### src/rtl/rmhg_pkg.sv
package rmhg_pkg;

    typedef enum logic [1:0] {
        POL_RR   = 2'd0,
        POL_HOLD = 2'd1,
        POL_ROW  = 2'd2,
        POL_RSVD = 2'd3
    } policy_e;

    function automatic logic policy_sticky(input policy_e p);
        return (p == POL_HOLD) || (p == POL_ROW);
    endfunction

endpackage

### src/rtl/rmhg_rr_pick.sv
module rmhg_rr_pick #(
    parameter int NUM_IN = 4,
    localparam int IDX_W = (NUM_IN > 1) ? $clog2(NUM_IN) : 1
) (
    input  logic [NUM_IN-1:0] req_i,
    input  logic [IDX_W-1:0]  ptr_i,
    output logic              any_o,
    output logic [IDX_W-1:0]  idx_o,
    output logic [IDX_W-1:0]  idx_inc_o
);

    // Scan from the pointer upward with wrap; first requester wins.
    always_comb begin
        any_o = 1'b0;
        idx_o = '0;
        for (int k = 0; k < NUM_IN; k++) begin
            int p;
            p = int'(ptr_i) + k;
            if (p >= NUM_IN) p = p - NUM_IN;
            if (!any_o && req_i[p]) begin
                any_o = 1'b1;
                idx_o = IDX_W'(p);
            end
        end
    end

    // Pointer value one past the winner, wrapping at NUM_IN.
    always_comb begin
        if (int'(idx_o) == NUM_IN - 1) idx_inc_o = '0;
        else                           idx_inc_o = idx_o + IDX_W'(1);
    end

endmodule

### src/rtl/rmhg_hold_ctl.sv
module rmhg_hold_ctl
    import rmhg_pkg::*;
#(
    parameter int NUM_IN   = 4,
    parameter int ROW_W    = 8,
    parameter int MAX_HOLD = 3,
    localparam int IDX_W = (NUM_IN > 1) ? $clog2(NUM_IN) : 1,
    localparam int HC_W  = $clog2(MAX_HOLD + 2)
) (
    input  policy_e                  policy_i,
    input  logic                     have_last_i,
    input  logic [IDX_W-1:0]         last_idx_i,
    input  logic [ROW_W-1:0]         last_row_i,
    input  logic [HC_W-1:0]          hold_cnt_i,
    input  logic [NUM_IN-1:0]        req_vld_i,
    input  logic [NUM_IN*ROW_W-1:0]  req_row_i,
    output logic                     hold_ok_o
);

    logic [ROW_W-1:0] cur_row;
    logic             still_req;
    logic             row_hit;
    logic             limit_hit;

    assign cur_row   = req_row_i[last_idx_i*ROW_W +: ROW_W];
    assign still_req = req_vld_i[last_idx_i];
    assign row_hit   = (cur_row == last_row_i);

    generate
        if (MAX_HOLD > 0) begin : g_limit
            assign limit_hit = (int'(hold_cnt_i) >= MAX_HOLD);
        end else begin : g_nolimit
            logic unused_cnt;
            assign unused_cnt = ^hold_cnt_i;
            assign limit_hit  = 1'b0;
        end
    endgenerate

    always_comb begin
        hold_ok_o = 1'b0;
        if (have_last_i && policy_sticky(policy_i) && still_req && !limit_hit) begin
            if (policy_i == POL_HOLD) hold_ok_o = 1'b1;
            else                      hold_ok_o = row_hit;
        end
    end

endmodule

### src/rtl/rmhg_arbiter.sv
module rmhg_arbiter
    import rmhg_pkg::*;
#(
    parameter int NUM_IN   = 4,
    parameter int ROW_W    = 8,
    parameter int MAX_HOLD = 3
) (
    input  logic                     clk_i,
    input  logic                     rst_ni,
    input  logic [1:0]               mode_i,
    input  logic [NUM_IN-1:0]        req_vld_i,
    input  logic [NUM_IN*ROW_W-1:0]  req_row_i,
    input  logic                     out_rdy_i,
    output logic [NUM_IN-1:0]        gnt_o
);

    localparam int IDX_W  = (NUM_IN > 1) ? $clog2(NUM_IN) : 1;
    localparam int HC_W   = $clog2(MAX_HOLD + 2);
    localparam int HC_TOP = (1 << HC_W) - 1;

    typedef struct packed {
        policy_e          policy;
        logic [IDX_W-1:0] ptr;
        logic [IDX_W-1:0] last;
        logic [ROW_W-1:0] last_row;
        logic             have_last;
        logic [HC_W-1:0]  hold_cnt;
    } arb_state_t;

    arb_state_t st_q, st_d;

    logic             rr_any;
    logic [IDX_W-1:0] rr_idx;
    logic [IDX_W-1:0] rr_idx_inc;
    logic             hold_ok;
    logic             accept;
    logic [IDX_W-1:0] win_idx;

    rmhg_rr_pick #(
        .NUM_IN (NUM_IN)
    ) u_rr (
        .req_i     (req_vld_i),
        .ptr_i     (st_q.ptr),
        .any_o     (rr_any),
        .idx_o     (rr_idx),
        .idx_inc_o (rr_idx_inc)
    );

    rmhg_hold_ctl #(
        .NUM_IN   (NUM_IN),
        .ROW_W    (ROW_W),
        .MAX_HOLD (MAX_HOLD)
    ) u_hold (
        .policy_i    (st_q.policy),
        .have_last_i (st_q.have_last),
        .last_idx_i  (st_q.last),
        .last_row_i  (st_q.last_row),
        .hold_cnt_i  (st_q.hold_cnt),
        .req_vld_i   (req_vld_i),
        .req_row_i   (req_row_i),
        .hold_ok_o   (hold_ok)
    );

    assign accept  = out_rdy_i && rr_any;
    assign win_idx = hold_ok ? st_q.last : rr_idx;

    always_comb begin
        st_d  = st_q;
        gnt_o = '0;

        if (req_vld_i == '0) st_d.policy = policy_e'(mode_i);

        if (accept) begin
            gnt_o[win_idx]  = 1'b1;
            st_d.last       = win_idx;
            st_d.last_row   = req_row_i[win_idx*ROW_W +: ROW_W];
            st_d.have_last  = 1'b1;
            if (hold_ok) begin
                if (int'(st_q.hold_cnt) < HC_TOP) st_d.hold_cnt = st_q.hold_cnt + HC_W'(1);
            end else begin
                st_d.hold_cnt = '0;
                st_d.ptr      = rr_idx_inc;
            end
        end
    end

    always_ff @(posedge clk_i) begin
        if (!rst_ni) begin
            st_q.policy    <= policy_e'(mode_i);
            st_q.ptr       <= '0;
            st_q.last      <= '0;
            st_q.last_row  <= '0;
            st_q.have_last <= 1'b0;
            st_q.hold_cnt  <= '0;
        end else begin
            st_q <= st_d;
        end
    end

    AST_GNT_ONEHOT:   assert property (@(posedge clk_i) disable iff (!rst_ni) $onehot0(gnt_o));
    AST_GNT_NEEDS_RDY: assert property (@(posedge clk_i) disable iff (!rst_ni) !out_rdy_i |-> (gnt_o == '0));
    AST_GNT_HAS_REQ:  assert property (@(posedge clk_i) disable iff (!rst_ni) (gnt_o & ~req_vld_i) == '0);
    AST_WORK_CONSERVE: assert property (@(posedge clk_i) disable iff (!rst_ni) (out_rdy_i && (req_vld_i != '0)) |-> (gnt_o != '0));
    AST_HELD_PTR_STILL: assert property (@(posedge clk_i) disable iff (!rst_ni) (accept && hold_ok) |=> $stable(st_q.ptr));
    AST_IDLE_KEEPS_STATE: assert property (@(posedge clk_i) disable iff (!rst_ni) (gnt_o == '0) |=> ($stable(st_q.ptr) && $stable(st_q.last) && $stable(st_q.last_row) && $stable(st_q.hold_cnt)));
    AST_POLICY_LOCKED: assert property (@(posedge clk_i) disable iff (!rst_ni) (req_vld_i != '0) |=> $stable(st_q.policy));

    generate
        if (MAX_HOLD > 0) begin : g_hold_ast
            AST_HOLD_LIMIT: assert property (@(posedge clk_i) disable iff (!rst_ni) (accept && int'(st_q.hold_cnt) == MAX_HOLD) |=> (st_q.hold_cnt == '0));
        end
    endgenerate

endmodule

### config.mk
export PLATFORM = sky130hd
export DESIGN_NAME = rmhg_arbiter
export DESIGN_NICKNAME = d
export VERILOG_FILES = /design/src/rtl/rmhg_pkg.sv /design/src/rtl/rmhg_rr_pick.sv /design/src/rtl/rmhg_hold_ctl.sv /design/src/rtl/rmhg_arbiter.sv
export SDC_FILE = /design/constraint.sdc
export NUM_CORES = 1
export LEC_CHECK = 0
export BUFFER_PORTS_ARGS = -buffer_cell sky130_fd_sc_hd__buf_2
export CORE_MARGIN = 1
export CORE_UTILIZATION = 57
export DETAILED_ROUTE_END_ITERATION = 10
export GPL_ROUTABILITY_DRIVEN = 0
export MAX_ROUTING_LAYER = met4
export PLACE_DENSITY = 0.8
export SYNTH_ARGS = -nofsm -noshare
export SYNTH_HDL_FRONTEND = slang
export SYNTH_SLANG_ARGS = --single-unit
export TNS_END_PERCENT = 10
### constraint.sdc
create_clock -name clk_i -period 7.1 [get_ports clk_i]
set_clock_uncertainty 0.15 [all_clocks]
set_input_delay 1.065 -clock clk_i [delete_from_list [all_inputs] [get_ports clk_i]]
set_output_delay 1.065 -clock clk_i [all_outputs]
set_load 0.01 [all_outputs]
Word-level counts from Yosys, hierarchy flattened
Index checks and enable logic that the tools add are counted.
{"block": "classes", "reduce_logical": 16, "add_sub_neg": 9, "bitwise": 1, "n_eq_ne": 6, "n_mux": 39, "magnitude_cmp": 13, "shift": 2}
{"operator": "< comparator 32 x 4 -> 1 bit, second input constant", "n": 4}
{"operator": "two-way mux 32 bit", "n": 4}
{"operator": ">= comparator 32 x 4 -> 1 bit, second input constant", "n": 3}
{"operator": "subtractor 32 x 4 -> 32 bit, second input constant", "n": 3}
{"operator": "indexed part select 32 x 6 -> 8 bit", "n": 2}
{"operator": "two-way mux 18 bit", "n": 1}
{"operator": "two-way mux 1 bit", "n": 16}
{"operator": "two-way mux 16 bit", "n": 1}
{"operator": "two-way mux 2 bit", "n": 8}
{"operator": "binary-select mux 1 bit (select 2 bit)", "n": 5}
{"operator": "== test 8 bit", "n": 1}
{"operator": "logical AND 1 bit", "n": 8}
{"operator": "adder 2 x 2 -> 3 bit, second input constant", "n": 2}
{"operator": "< comparator 2 x 3 -> 1 bit, second input constant", "n": 2}
{"operator": "two-way mux 3 bit", "n": 2}
{"operator": "== test 2 x 1 -> 1 bit, second input constant", "n": 2}
{"operator": "zero test 1 bit", "n": 4}
{"operator": "zero test 4 bit", "n": 1}
{"operator": "two-way mux 4 bit", "n": 1}
{"operator": "!= test 2 x 1 -> 1 bit, second input constant", "n": 2}
{"operator": "AND reduction 2 bit", "n": 2}
{"operator": "subtractor 2 x 3 -> 4 bit, second input constant", "n": 1}
{"operator": "adder 2 x 1 -> 3 bit, second input constant", "n": 1}
{"operator": "adder 3 x 1 -> 3 bit, second input constant", "n": 1}
{"operator": "other kinds (9)", "n": 9}
{"block": "word_totals", "word_cells": 92, "output_inout_bits": 4, "register_bits": 18, "inputBits": 41}

Longest topological paths before layout
Gate-level depths: netlist of the first run.
{"block": "logic_depth", "word_depth": 21, "mapped_depth": 11, "ltp_nobuf": 9}

Cells and area by module
Synthesis of the first run repeated with hierarchy kept, for this count alone.
{"block": "unflattened", "cells_unflattened": 215, "hier_area_um2": 1714.1}
{"module": "rmhg_arbiter", "instances": 1, "area_each_um2": 1256.2, "cells_each": 170}
{"module": "rmhg_hold_ctl", "instances": 1, "area_each_um2": 349.1, "cells_each": 27}
{"module": "rmhg_rr_pick", "instances": 1, "area_each_um2": 108.9, "cells_each": 18}

Least setup slack after synthesis of the first run
OpenSTA, ideal clock, no wires.
{"block": "synth_path", "path_type": "in2out", "from": "input req_row_i[9]", "to": "output gnt_o[2]", "t_arrival_ps": 3002, "path_slack_ps": 2883, "cell_stages": 9, "path_buffers": 3, "path_cell_list": "mux4_1 -> xnor2_1 -> and4_1 -> buf_4 -> nand2_2 -> a31o_1 -> buf_4 -> buf_4 -> nor4_1"}
{"block": "synth_via", "elab_chain_len": 10, "elab_cells_between_ends": 11, "classes_between": "order compare (2); eq/ne (1); shift (1); mux (6); reduce/logical (1)"}
{"item": "start, declared", "line": "rmhg_arbiter.sv:12", "text": "input logic [NUM_IN*ROW_W-1:0] req_row_i,"}
{"item": "indexed part select 32 x 6 -> 8 bit (*)", "line": "rmhg_hold_ctl.sv:25", "text": "assign cur_row = req_row_i[last_idx_i*ROW_W +: ROW_W];"}
{"item": "== test 8 bit (*)", "line": "rmhg_hold_ctl.sv:27", "text": "assign row_hit = (cur_row == last_row_i);"}
{"item": "two-way mux 1 bit (*)", "line": "rmhg_hold_ctl.sv:42", "text": "if (policy_i == POL_HOLD) hold_ok_o = 1'b1;"}
{"item": "two-way mux 1 bit (*)", "line": "rmhg_hold_ctl.sv:41", "text": "if (have_last_i && policy_sticky(policy_i) && still_req && !limit_hit) begin"}
{"item": "two-way mux 2 bit (*)", "line": "rmhg_arbiter.sv:65", "text": "assign win_idx = hold_ok ? st_q.last : rr_idx;"}
{"item": "< comparator 2 x 3 -> 1 bit (implied by the code) or >= comparator 2 x 1 -> 1 bit (tied branches)", "line": "rmhg_arbiter.sv:74", "text": "gnt_o[win_idx] = 1'b1;"}
{"item": "logical AND 1 bit (implied by the code)", "line": "rmhg_arbiter.sv:74"}
{"item": "two-way mux 1 bit (implied by the code)", "line": "rmhg_arbiter.sv:74"}
{"item": "demux 1 bit (select 2 bit) (*)", "line": "rmhg_arbiter.sv:74"}
{"item": "two-way mux 4 bit (*)", "line": "rmhg_arbiter.sv:73", "text": "if (accept) begin"}
{"item": "end, declared", "line": "rmhg_arbiter.sv:14", "text": "output logic [NUM_IN-1:0] gnt_o"}
Mark *: on every way between the ends. The rest lies on a longest branch, timed or not.

Final worst setup path of the first run
{"block": "layout_path", "from": "input req_row_i[9]", "to": "output gnt_o[1]"}
Same word-level chain as after synthesis.

==> key figures, run 1 <==
Critical path
  • Worst-path fanout max: 18
  • Type of origin of the critical path: primary input
  • Crit Path Class: primary input to output pin
  • CP Capture Type: output pin
  • Crit path required time: 5.88 ns
  • Critical Path AT: between 4 and 5 ns

Power
  • Lkg Pwr: 0.811 nW
  • PwrDens: 171 nW/um2
  • Int Pwr: about 220 uW
  • Reg power frac: about a third
  • Clk pwr share: approximately 15%
  • NetSw: 166 uW
  • Power share of the combinational group: 52.2%
  • VDD IR max: 83.7 uV
  • Switching Fraction: 42.9%

Logic synthesis
  • EDFF count, synth: 2
  • Mapped Avg Cell Area: between 8 and 9 um2
  • #FFs+latches synth: 18
  • Mapped Area: 2050 um2
  • Syn_nets: 288
  • Synth cell types: 51
  • Synth Warn #: 0
  • Async set-reset flop share out of synthesis: 0%
  • Cells after Synth: 243
  • Sequential area share after synthesis: 18.5%
  • Synth Flop Type: dfxtp_1

Timing
  • Worst hold slack: 0.328 ns
  • Setup Viol. Count Final: 0
  • Fin. max-slew vios: 0
  • Final Hold Fails: 0
  • Worst slew margin: 48.3%
  • Min cycle time layout: 5.28 ns
  • Fin crit share: 74.4%
  • F_max: around 190 MHz
  • Worst slew pin tran: 0.774 ns
  • Unrepaired setup endpoints after global routing: false
  • Setup TNS: 0 ns

Floorplanning
  • Die area: 3850 um2
  • Die H: slightly above 60 um
  • Core area: 3390 um2
  • Standard-cell rows: 21
  • Top Ports: 45
  • Die width: 62.0 um
  • Starting density of the core: 60.6%

Min path
  • Min-Delay Path Class: flip-flop to flip-flop

Clock network
  • CTS sink count: 18
  • Bufs on Longest Clock Path: 2
  • Post-CTS setup buffer count: 0
  • CTS buffer count: 3
  • Gates resized, CTS repair: 0
  • CTS Hold Buffers Added: 0
  • Clock latency on the worst-skew pair: about 0.32 ns
  • CTS tree: yes
  • Clk slew on worst S/H paths: about 0.11 ns
  • CTS H-tree depth: 1
  • Clock Tree Root: clkbuf_4

Final layout
  • NumNets Final: 318
  • Most frequent cells in the layout: buf_2 (44), nand3_1 (30), a21oi_1 (18)
  • Biggest register: st_q
  • Top Registers: st_q: 18 flops
  • Antenna Diode Count: 0
  • Sequential cell area: 380 um2
  • Commonest non-fill, non-tap cell in the layout: buf_2
  • Area growth from synthesis to layout: 10.2%
  • Share of layout cells above drive strength 1: between 20% and 30%
  • Max FFs per register: 18
  • Area of the multi-input gates: between 1500 and 2000 um2
  • Fin cells: 318
  • # fillers: about 280
  • Finished Core Util: 66.8%

Job
  • # Max-Cap Violations: 0

Placement
  • Port bufs: 44
  • Placed Instances: 314
  • Post-DP HPWL: between 3000 and 4000 um

Global route
  • First-pass GRT wire length: 9020 um
  • Pin count of the biggest net entering global routing: 30
  • Number of global-route vias before repair: 1925
  • Total GRT Usage: 32.7%
  • Total grt overflow: 0
  • Antenna violations before repair: 0

Outcome
  • Status: complete, no violations

Detailed routing
  • First-pass DRT Iterations: 5
  • Drt wl/cell: 17.8 um
  • DRT antenna net count: 0
  • # DRC: 0
  • Vias: 2189
  • 1st-iter DRT viols: roughly 230
  • Post-Route WL: 5670 um
  • Vias per cell: 6.88
-- critical path: stages --
cell	delay, ns
buf_2	0.12
mux4_1	0.51
xnor2_1	0.22
nand4_1	0.65
nor3_1	0.38
a31o_1	0.56
nor2_1	0.17
nor3b_1	0.21
buf_2	0.16
-- cell usage after synthesis, types with 2 or more instances --
master | count | area share [%]
a21boi_1 | 5 | 1.8
a21o_1 | 2 | 0.73
a21oi_1 | 18 | 4.4
a22oi_1 | 16 | 5.8
and2_1 | 3 | 0.91
and3_1 | 2 | 0.61
and4_1 | 2 | 0.85
buf_2 | 3 | 0.73
buf_4 | 5 | 1.8
buf_6 | 2 | 1.1
clkbuf_1 | 13 | 2.4
dfxtp_1 | 16 | 16
edfxtp_1 | 2 | 2.9
ha_1 | 4 | 2.4
inv_1 | 5 | 0.91
mux4_2 | 8 | 8.8
nand2_1 | 9 | 1.6
nand3_1 | 30 | 7.3
nand3b_1 | 8 | 2.9
nand4_1 | 3 | 0.91
nor2_1 | 3 | 0.55
nor2b_1 | 4 | 1.2
nor3_1 | 2 | 0.49
nor3b_1 | 9 | 3.3
o2111ai_1 | 16 | 6.8
o211ai_1 | 8 | 2.9
o21a_1 | 2 | 0.73
o21ai_0 | 5 | 1.2
o221ai_1 | 8 | 3.4
or3_1 | 2 | 0.61
xnor2_1 | 8 | 3.4
-- through the flow --
| step | setup slack, ns | power, mW | area [um2] |
|---|---|---|---|
| 2_1_floorplan | 2.88 | 0.279 | 2050 |
| 3_3_place_gp | 1.88 | 0.325 | 2240 |
| 3_5_place_dp | 1.90 | 0.326 | 2240 |
| 4_1_cts | 1.88 | 0.386 | 2260 |
| 5_1_grt | 1.58 | 0.413 | 2260 |
| 6_report | 1.82 | 0.387 | 2260 |
-- power groups by stage --
stage	registers (mW)	logic (mW)	clock network, mW
after floorplan	0.124	0.155	0
after global placement	0.127	0.197	0
final	0.125	0.202	0.0596
after global routing	0.127	0.222	0.0639
after CTS	0.125	0.200	0.0610
after detailed placement	0.127	0.199	0
-- layer usage --
layer	GRT usage, %	up-vias	routed length [um]
met4	13.0	0	129
met1	44.0	1012	2490
li1	-	1047	-
met3	3.93	15	466
met5	-	-	0
met2	49.7	115	2580
-- path summary, 6_finish.rpt --
check        cells past startpoint  slack, ns  endpoint         start
max reg2reg                      8       3.42   st_q[5]      st_q[12]
max                              9       1.82  gnt_o[1]  req_row_i[9]
min reg2reg                      1       0.33   st_q[3]       st_q[3]
min                              1       0.33   st_q[3]       st_q[3]
-- area by class of cell --
class,count,area share (%)
clock buffer,3,0.994
multi-input combinational,197,67.6
timing repair buffer,48,11.0
sequential,18,16.8
inverter,5,0.829
tap,46,2.54
clock inverter,1,0.166
-- cells by family (layout without fill, tap and decap cells) --
kind of cell,Yosys count,after routing,share of synthesized area (%)
adders and majority gates,4,4,2.44
muxes,10,10,10.5
AOI/OAI and AO/OA,90,90,32.9
buffers and inverters,28,57,6.94
xor gates and xnor gates,8,8,3.41
DFF,18,18,18.5
and+or+nand+nor,85,85,25.3
Note: power is estimated with default switching activity, not from simulation.
==> run 2, diff against run 1 <==
Settings changed: CORE_UTILIZATION 57 to 50, PLACE_DENSITY 0.8 to 0.74.
Clock period 7.1 ns to 4.8 ns, I/O delays scaled along.
==> key figures, run 2 (synthesis results as in run 1) <==
Power
  • NetSw: 260 uW (+56%)
  • Overall power: 617 uW (+59%)
  • Reg power frac: 30.1% (-2.3 points)
  • Lkg Pwr: 0.827 nW (+2.0%)
  • VDD IR max: 140 uV (+67%)
  • PwrDens: 268 nW/um2 (+57%)
  • Int Pwr: 357 uW (+62%)
  • Switching Fraction: 42.1% (-0.81 points)
  • Clk pwr share: 19.9% (+4.5 points)
  • Power share of the combinational group: 50.0% (-2.2 points)

Timing
  • Worst slew pin tran: 0.736 ns (-0.0377 ns)
  • Setup Viol. Count Final: 0 (unchanged)
  • F_max: 221 MHz
  • Min cycle time layout: 4.53 ns
  • Worst slew margin: 50.8% (+2.5 points)
  • Unrepaired setup endpoints after global routing: false
  • Fin crit share: a little over nine tenths
  • Fin. max-slew vios: 0 (unchanged)
  • Setup TNS: 0 ns (unchanged)
  • Final Hold Fails: 0 (unchanged)

Detailed routing
  • # DRC: 0 (unchanged)
  • DRT antenna net count: 0 (unchanged)
  • Vias per cell: 6.83 (-0.79%)
  • Drt wl/cell: 18.5 um (+4.0%)
  • 1st-iter DRT viols: 288 (+27%)
  • Post-Route WL: 5970 um (+5.3%)
  • Vias: 2199 (+0.46%)
  • First-pass DRT Iterations: 5 (unchanged)

Final layout
  • Max FFs per register: 18 (unchanged)
  • Area growth from synthesis to layout: 12.0%
  • Biggest register: st_q
  • Most frequent cells in the layout: buf_2 (44), nand3_1 (30), a21oi_1 (18)
  • Antenna Diode Count: 0 (unchanged)
  • Commonest non-fill, non-tap cell in the layout: buf_2
  • Finished Core Util: 60.6% (-6.2 points)
  • # fillers: 348 (+23%)
  • NumNets Final: 320 (+0.63%)
  • Top Registers: st_q: 18 flops
  • Share of layout cells above drive strength 1: 24.8% (+0.55 points)

Min path
  • Hold Path Origin: st_q[3]
  • Min-Delay Path Class: flip-flop to flip-flop
  • Hold Path Cell Cnt: 1 (unchanged)
  • Hold endpoint: st_q[3]

Clock network
  • Bufs on Longest Clock Path: 2 (unchanged)
  • Post-CTS setup buffer count: 0 (unchanged)
  • Clock Tree Root: clkbuf_8
  • Gates resized, CTS repair: 0 (unchanged)
  • CTS H-tree depth: 1 (unchanged)
  • CTS tree: yes
  • CTS sink count: 18 (unchanged)
  • Clk slew on worst S/H paths: 0.07 ns (-0.04 ns)
  • Clock latency on the worst-skew pair: 0.28 ns (-0.04 ns)
  • CTS Hold Buffers Added: 0 (unchanged)
  • CTS buffer count: 3 (unchanged)

Global route
  • Met2 usage: 45.4% (-4.3 points)
  • Total grt overflow: 0 (unchanged)
  • Total GRT Usage: 30.2% (-2.5 points)
  • Met3 Resource Use GR: 3.10% (-0.83 points)
  • Met1 Track Usage GR: 42.4% (-1.6 points)
  • Number of global-route vias before repair: 1995 (+3.6%)
  • Pin count of the biggest net entering global routing: 30 (unchanged)
  • First-pass GRT wire length: 9710 um (+7.7%)
  • Antenna violations before repair: 0 (unchanged)
  • Busiest layer in global routing: met2

Critical path
  • CP Capture Type: output pin
  • Crit path required time: 3.93 ns (-1.95 ns)
  • Worst r2r path cells: 8 (unchanged)
  • RR Startpoint: st_q[12]
  • CP bufs+invs: 2 (unchanged)
  • Reg2Reg Setup Slack: 1.34 ns (-2.08 ns)
  • Reg2reg end: st_q[12]
  • Crit Path Class: flip-flop to output pin
  • CP top delay family: simple AND/OR/NAND/NOR gates
  • CP Cell Sequence: buf_4, mux4_1, xnor2_1, and4_1, nand2_2, a31o_1, nor2_1, and3_1, buf_2
  • Type of origin of the critical path: flip-flop
  • Max incr delay on CP: 0.63 ns (-0.02 ns)
  • Crit path max-delay cell type: mux4_1
  • Critical Path AT: 3.66 ns (-0.41 ns)
  • Worst-path fanout max: 29 (+11)

Floorplanning
  • Standard-cell rows: 22 (+4.8%)
  • Die width: 66.1 um (+6.6%)
  • Starting density of the core: 54.1% (-6.5 points)
  • Die area: 4370 um2 (+14%)
  • Top Ports: 45 (unchanged)
  • Core area: 3800 um2 (+12%)
  • Die H: 66.1 um (+6.6%)

Placement
  • Post-DP HPWL: 3980 um (+5.7%)
  • Port bufs: 44 (unchanged)

Job
  • # Max-Cap Violations: 0 (unchanged)

Outcome
  • Status: complete, no violations
## run 2: metal layers
layer / part of all wire (%) / vias to the layer above
met5: 0 / -
met1: 46 / 1045
met3: 8.2 / 7
met4: 1.2 / 0
met2: 44 / 100
li1: - / 1047
## run 2: power by group through the flow
stage	clock network [mW]	registers, mW	logic (mW)
2_1_floorplan	0	0.184	0.229
3_3_place_gp	0	0.188	0.298
3_5_place_dp	0	0.189	0.301
4_1_cts	0.123	0.185	0.304
5_1_grt	0.128	0.187	0.337
6_report	0.123	0.186	0.308
## run 2: how the worst max path moves through the flow
stage / start / to / slack [ns] / cells after the start
final: st_q[12] / gnt_o[0] / 0.27 / 9
after global routing: st_q[0] / gnt_o[1] / 0.03 / 10
after floorplan: req_row_i[9] / gnt_o[2] / 1.27 / 9
after detailed placement: req_row_i[9] / gnt_o[0] / 0.53 / 9
after CTS: st_q[12] / gnt_o[0] / 0.31 / 9
after global placement: req_row_i[9] / gnt_o[0] / 0.58 / 9
## run 2: per-stage QoR
| stage | worst slack (ns) | hold WS [ns] | cells | instance area, um2 |
|---|---|---|---|---|
| floorplan | 1.27 | 0.283 | 243 | 2050 |
| global placement | 0.583 | 0.294 | 318 | 2260 |
| detailed placement | 0.531 | 0.301 | 318 | 2260 |
| CTS | 0.308 | 0.319 | 322 | 2300 |
| global route | 0.0327 | 0.332 | 322 | 2300 |
| finish | 0.267 | 0.313 | 322 | 2300 |
## run 2: cell type report
| class | count | area, um2 | share of cell area, % |
|---|---|---|---|
| clock buffer | 3 | 41.3 | 1.79 |
| multi-input combinational | 197 | 1530 | 66.6 |
| timing repair buffer | 50 | 265 | 11.5 |
| tap | 48 | 60.1 | 2.61 |
| clock inverter | 1 | 3.75 | 0.163 |
| sequential | 18 | 380 | 16.5 |
| inverter | 5 | 18.8 | 0.816 |
==> run 3, diff against run 2 <==
Settings changed: ABC_AREA set to 1, CORE_UTILIZATION 50 to 49.
==> key figures, run 3 <==
Critical path
  • Reg2reg end: st_q[10]
  • Worst r2r path cells: 17 (+9)
  • Type of origin of the critical path: flip-flop
  • Crit path required time: 3.93 ns (about the same)
  • CP Capture Type: output pin
  • Worst-path fanout max: 11 (-62%)
  • Beginning of the critical path: st_q[13]
  • Critical Path AT: 3.05 ns (-0.61 ns)
  • Crit Path Class: flip-flop to output pin
  • CP Capture Point: gnt_o[1]
  • RR Startpoint: st_q[13]
  • Reg2Reg Setup Slack: 1.72 ns (+0.38 ns)

Logic synthesis
  • Synth cell types: 26 (-49%)
  • Area contributors post-synth: nand2_1 (22%), nand3_1 (20%), dfxtp_1 (17%)
  • Mapped Area: 1860 um2 (-9.6%)
  • Top-count cell post-synth: nand2_1
  • Area leader, netlist: nand2_1
  • Cells after Synth: 328 (+35%)
  • EDFF count, synth: 2 (unchanged)
  • Synth Flop Type: dfxtp_1
  • Top-area cell type share of the netlist area: 21.6% (+6.0 points)
  • Most frequent cells after synthesis: nand2_1 (107), nand3_1 (76), inv_1 (49)
  • #FFs+latches synth: 18 (unchanged)
  • Sequential area share after synthesis: 20.5% (+2.0 points)
  • Syn_nets: 373 (+30%)
  • Mapped Avg Cell Area: 5.66 um2 (-33%)
  • Synth Warn #: 0 (unchanged)
  • Async set-reset flop share out of synthesis: 0% (unchanged)

Clock network
  • CTS H-tree depth: 1 (unchanged)
  • CTS buffer count: 3 (unchanged)
  • Gates resized, CTS repair: 0 (unchanged)
  • Clock latency on the worst-skew pair: 0.26 ns (-0.02 ns)
  • Post-CTS setup buffer count: 0 (unchanged)
  • CTS tree: yes
  • CTS Hold Buffers Added: 0 (unchanged)
  • Bufs on Longest Clock Path: 2 (unchanged)
  • Clk slew on worst S/H paths: 0.08 ns (about the same)
  • CTS sink count: 18 (unchanged)
  • Clock Tree Root: clkbuf_8

Detailed routing
  • 1st-iter DRT viols: 172 (-40%)
  • # DRC: 0 (unchanged)
  • Vias: 2179 (-0.91%)
  • First-pass DRT Iterations: 5 (unchanged)
  • DRT antenna net count: 0 (unchanged)
  • Post-Route WL: 5240 um (-12%)
  • Drt wl/cell: 12.8 um (-31%)
  • Vias per cell: 5.33 (-22%)

Final layout
  • Biggest register: st_q
  • Max FFs per register: 18 (unchanged)
  • Most frequent cells in the layout: nand2_1 (107), nand3_1 (76), inv_1 (49)
  • Antenna Diode Count: 0 (unchanged)
  • NumNets Final: 409 (+28%)
  • Commonest non-fill, non-tap cell in the layout: nand2_1
  • Fin area: 2080 um2 (-9.6%)
  • Fin cells: 409 (+27%)
  • Share of layout cells above drive strength 1: 16.0% (-8.8 points)
  • Area growth from synthesis to layout: 12.0% (about the same)
  • Top Registers: st_q: 18 flops

Timing
  • Worst slew pin tran: 0.538 ns (-0.198 ns)
  • Worst hold slack: 0.331 ns (+0.0174 ns)
  • Unrepaired setup endpoints after global routing: false
  • F_max: 255 MHz (+16%)
  • Fin crit share: 81.7% (-13 points)
  • Setup Viol. Count Final: 0 (unchanged)
  • Fin. max-slew vios: 0 (unchanged)
  • Setup WS post-layout: 0.878 ns (+0.611 ns)
  • Worst slew margin: 64.0% (+13 points)
  • Min cycle time layout: 3.92 ns (-0.611 ns)
  • Setup TNS: 0 ns (unchanged)
  • Final Hold Fails: 0 (unchanged)

Placement
  • Cell area after placement: 2030 um2 (-9.8%)
  • Post-DP HPWL: 3730 um (-6.3%)
  • Port bufs: 44 (unchanged)
  • Placed Instances: 405 (+27%)
  • Pre-CTS setup slack: 1.20 ns (+0.666 ns)

Power
  • Lkg Pwr: 1.20 nW (+45%)
  • Reg power frac: 17.7% (-12 points)
  • Switching Fraction: 57.3% (+15 points)
  • Int Pwr: 575 uW (+61%)
  • VDD IR max: 343 uV (+140%)
  • Clk pwr share: 8.5% (-11 points)
  • NetSw: 772 uW (+200%)
  • Power share of the combinational group: 73.8% (+24 points)
  • PwrDens: 648 nW/um2 (+140%)

Min path
  • Min-Delay Path Class: flip-flop to flip-flop

Global route
  • First-pass GRT wire length: 8970 um (-7.6%)
  • Total GRT Usage: 28.5% (-1.7 points)
  • Pin count of the biggest net entering global routing: 21 (-30%)
  • Total grt overflow: 0 (unchanged)
  • Antenna violations before repair: 0 (unchanged)
  • Number of global-route vias before repair: 2059 (+3.2%)

Floorplanning
  • Die area: 4040 um2 (-7.6%)
  • Top Ports: 45 (unchanged)
  • Die H: 63.6 um (-3.9%)
  • Die width: 63.6 um (-3.9%)
  • Standard-cell rows: 21 (-4.5%)
  • Core area: 3470 um2 (-8.7%)
  • Starting density of the core: 53.5% (-0.55 points)

Job
  • # Max-Cap Violations: 0 (unchanged)

Outcome
  • Status: complete, no violations
run 3: cell count changes in the layout (fill, tap and decap cells not counted), moves of 8 or more:
cell | previous run | this run
o221ai_1 | 8 | 0
xnor2_1 | 8 | 0
nand2_1 | 9 | 107
o2111ai_1 | 16 | 0
inv_1 | 5 | 49
nand3b_1 | 8 | 0
mux4_2 | 8 | 0
nor3b_1 | 9 | 0
nand3_1 | 30 | 76
a22oi_1 | 16 | 0
run 3: routing by layer:
metal  share of wire [%]  wire length [um]  global-route usage [%]
met5                   0                 0                       -
met4                 2.6               136                    10.2
met3                  10               523                    6.52
met2                  42              2180                    42.7
met1                  46              2400                    37.1
run 3: cell families after synthesis:
kind of cell / after synthesis / synth area share (%)
AND/OR/NAND/NOR: 203 / 49.0
XOR/XNOR: 1 / 0.472
flip-flops: 18 / 20.5
buffers and inverters: 66 / 16.3
adder cells (fa/ha/maj): 4 / 2.70
AO/OA/AOI/OAI: 36 / 11.1
run 3: worst min path at each step:
stage / startpoint / end / cells after the start
after detailed placement: st_q[3] / st_q[3] / 2
after global routing: st_q[3] / st_q[3] / 2
after global placement: st_q[3] / st_q[3] / 2
after CTS: st_q[3] / st_q[3] / 2
final: st_q[3] / st_q[3] / 2
after floorplan: st_q[3] / st_q[3] / 2
run 3: layout make-up:
cell class / instances / area (um2)
multi-input cells: 244 / 1170
clock inverters: 1 / 3.75
inverters: 52 / 195
well taps: 46 / 57.6
clock buffers: 3 / 41.3
flip-flops and latches: 18 / 380
fillers: 400 / 1390
repair buffers: 45 / 228
run 3: power by group through the flow:
| stage | sequential [mW] | clock, mW | combinational (mW) |
|---|---|---|---|
| 6_report | 0.239 | 0.114 | 0.994 |
| 5_1_grt | 0.244 | 0.124 | 1.14 |
| 4_1_cts | 0.238 | 0.117 | 0.979 |
| 3_5_place_dp | 0.241 | 0 | 0.975 |
| 3_3_place_gp | 0.241 | 0 | 0.964 |
| 2_1_floorplan | 0.218 | 0 | 0.842 |
run 3: worst max-delay path, stage by stage (launching register included):
cell	delay, ns
dfxtp_1	0.61
clkinv_1	0.41
nand3_1	0.23
nand2_1	0.07
nand2_1	0.05
nand2_1	0.05
inv_1	0.05
nand2_1	0.04
nor2_1	0.09
nand2_1	0.10
nand2_4	0.10
nand2_4	0.08
nand2_1	0.08
nand2_1	0.24
inv_1	0.37
nor2_1	0.07
buf_2	0.14
run 3: stage by stage:
stage / power, mW / util (%)
floorplan: 1.06 / -
global placement: 1.21 / 58.7
detailed placement: 1.22 / 58.7
CTS: 1.33 / 60.0
global route: 1.51 / 60.0
finish: 1.35 / 60.0
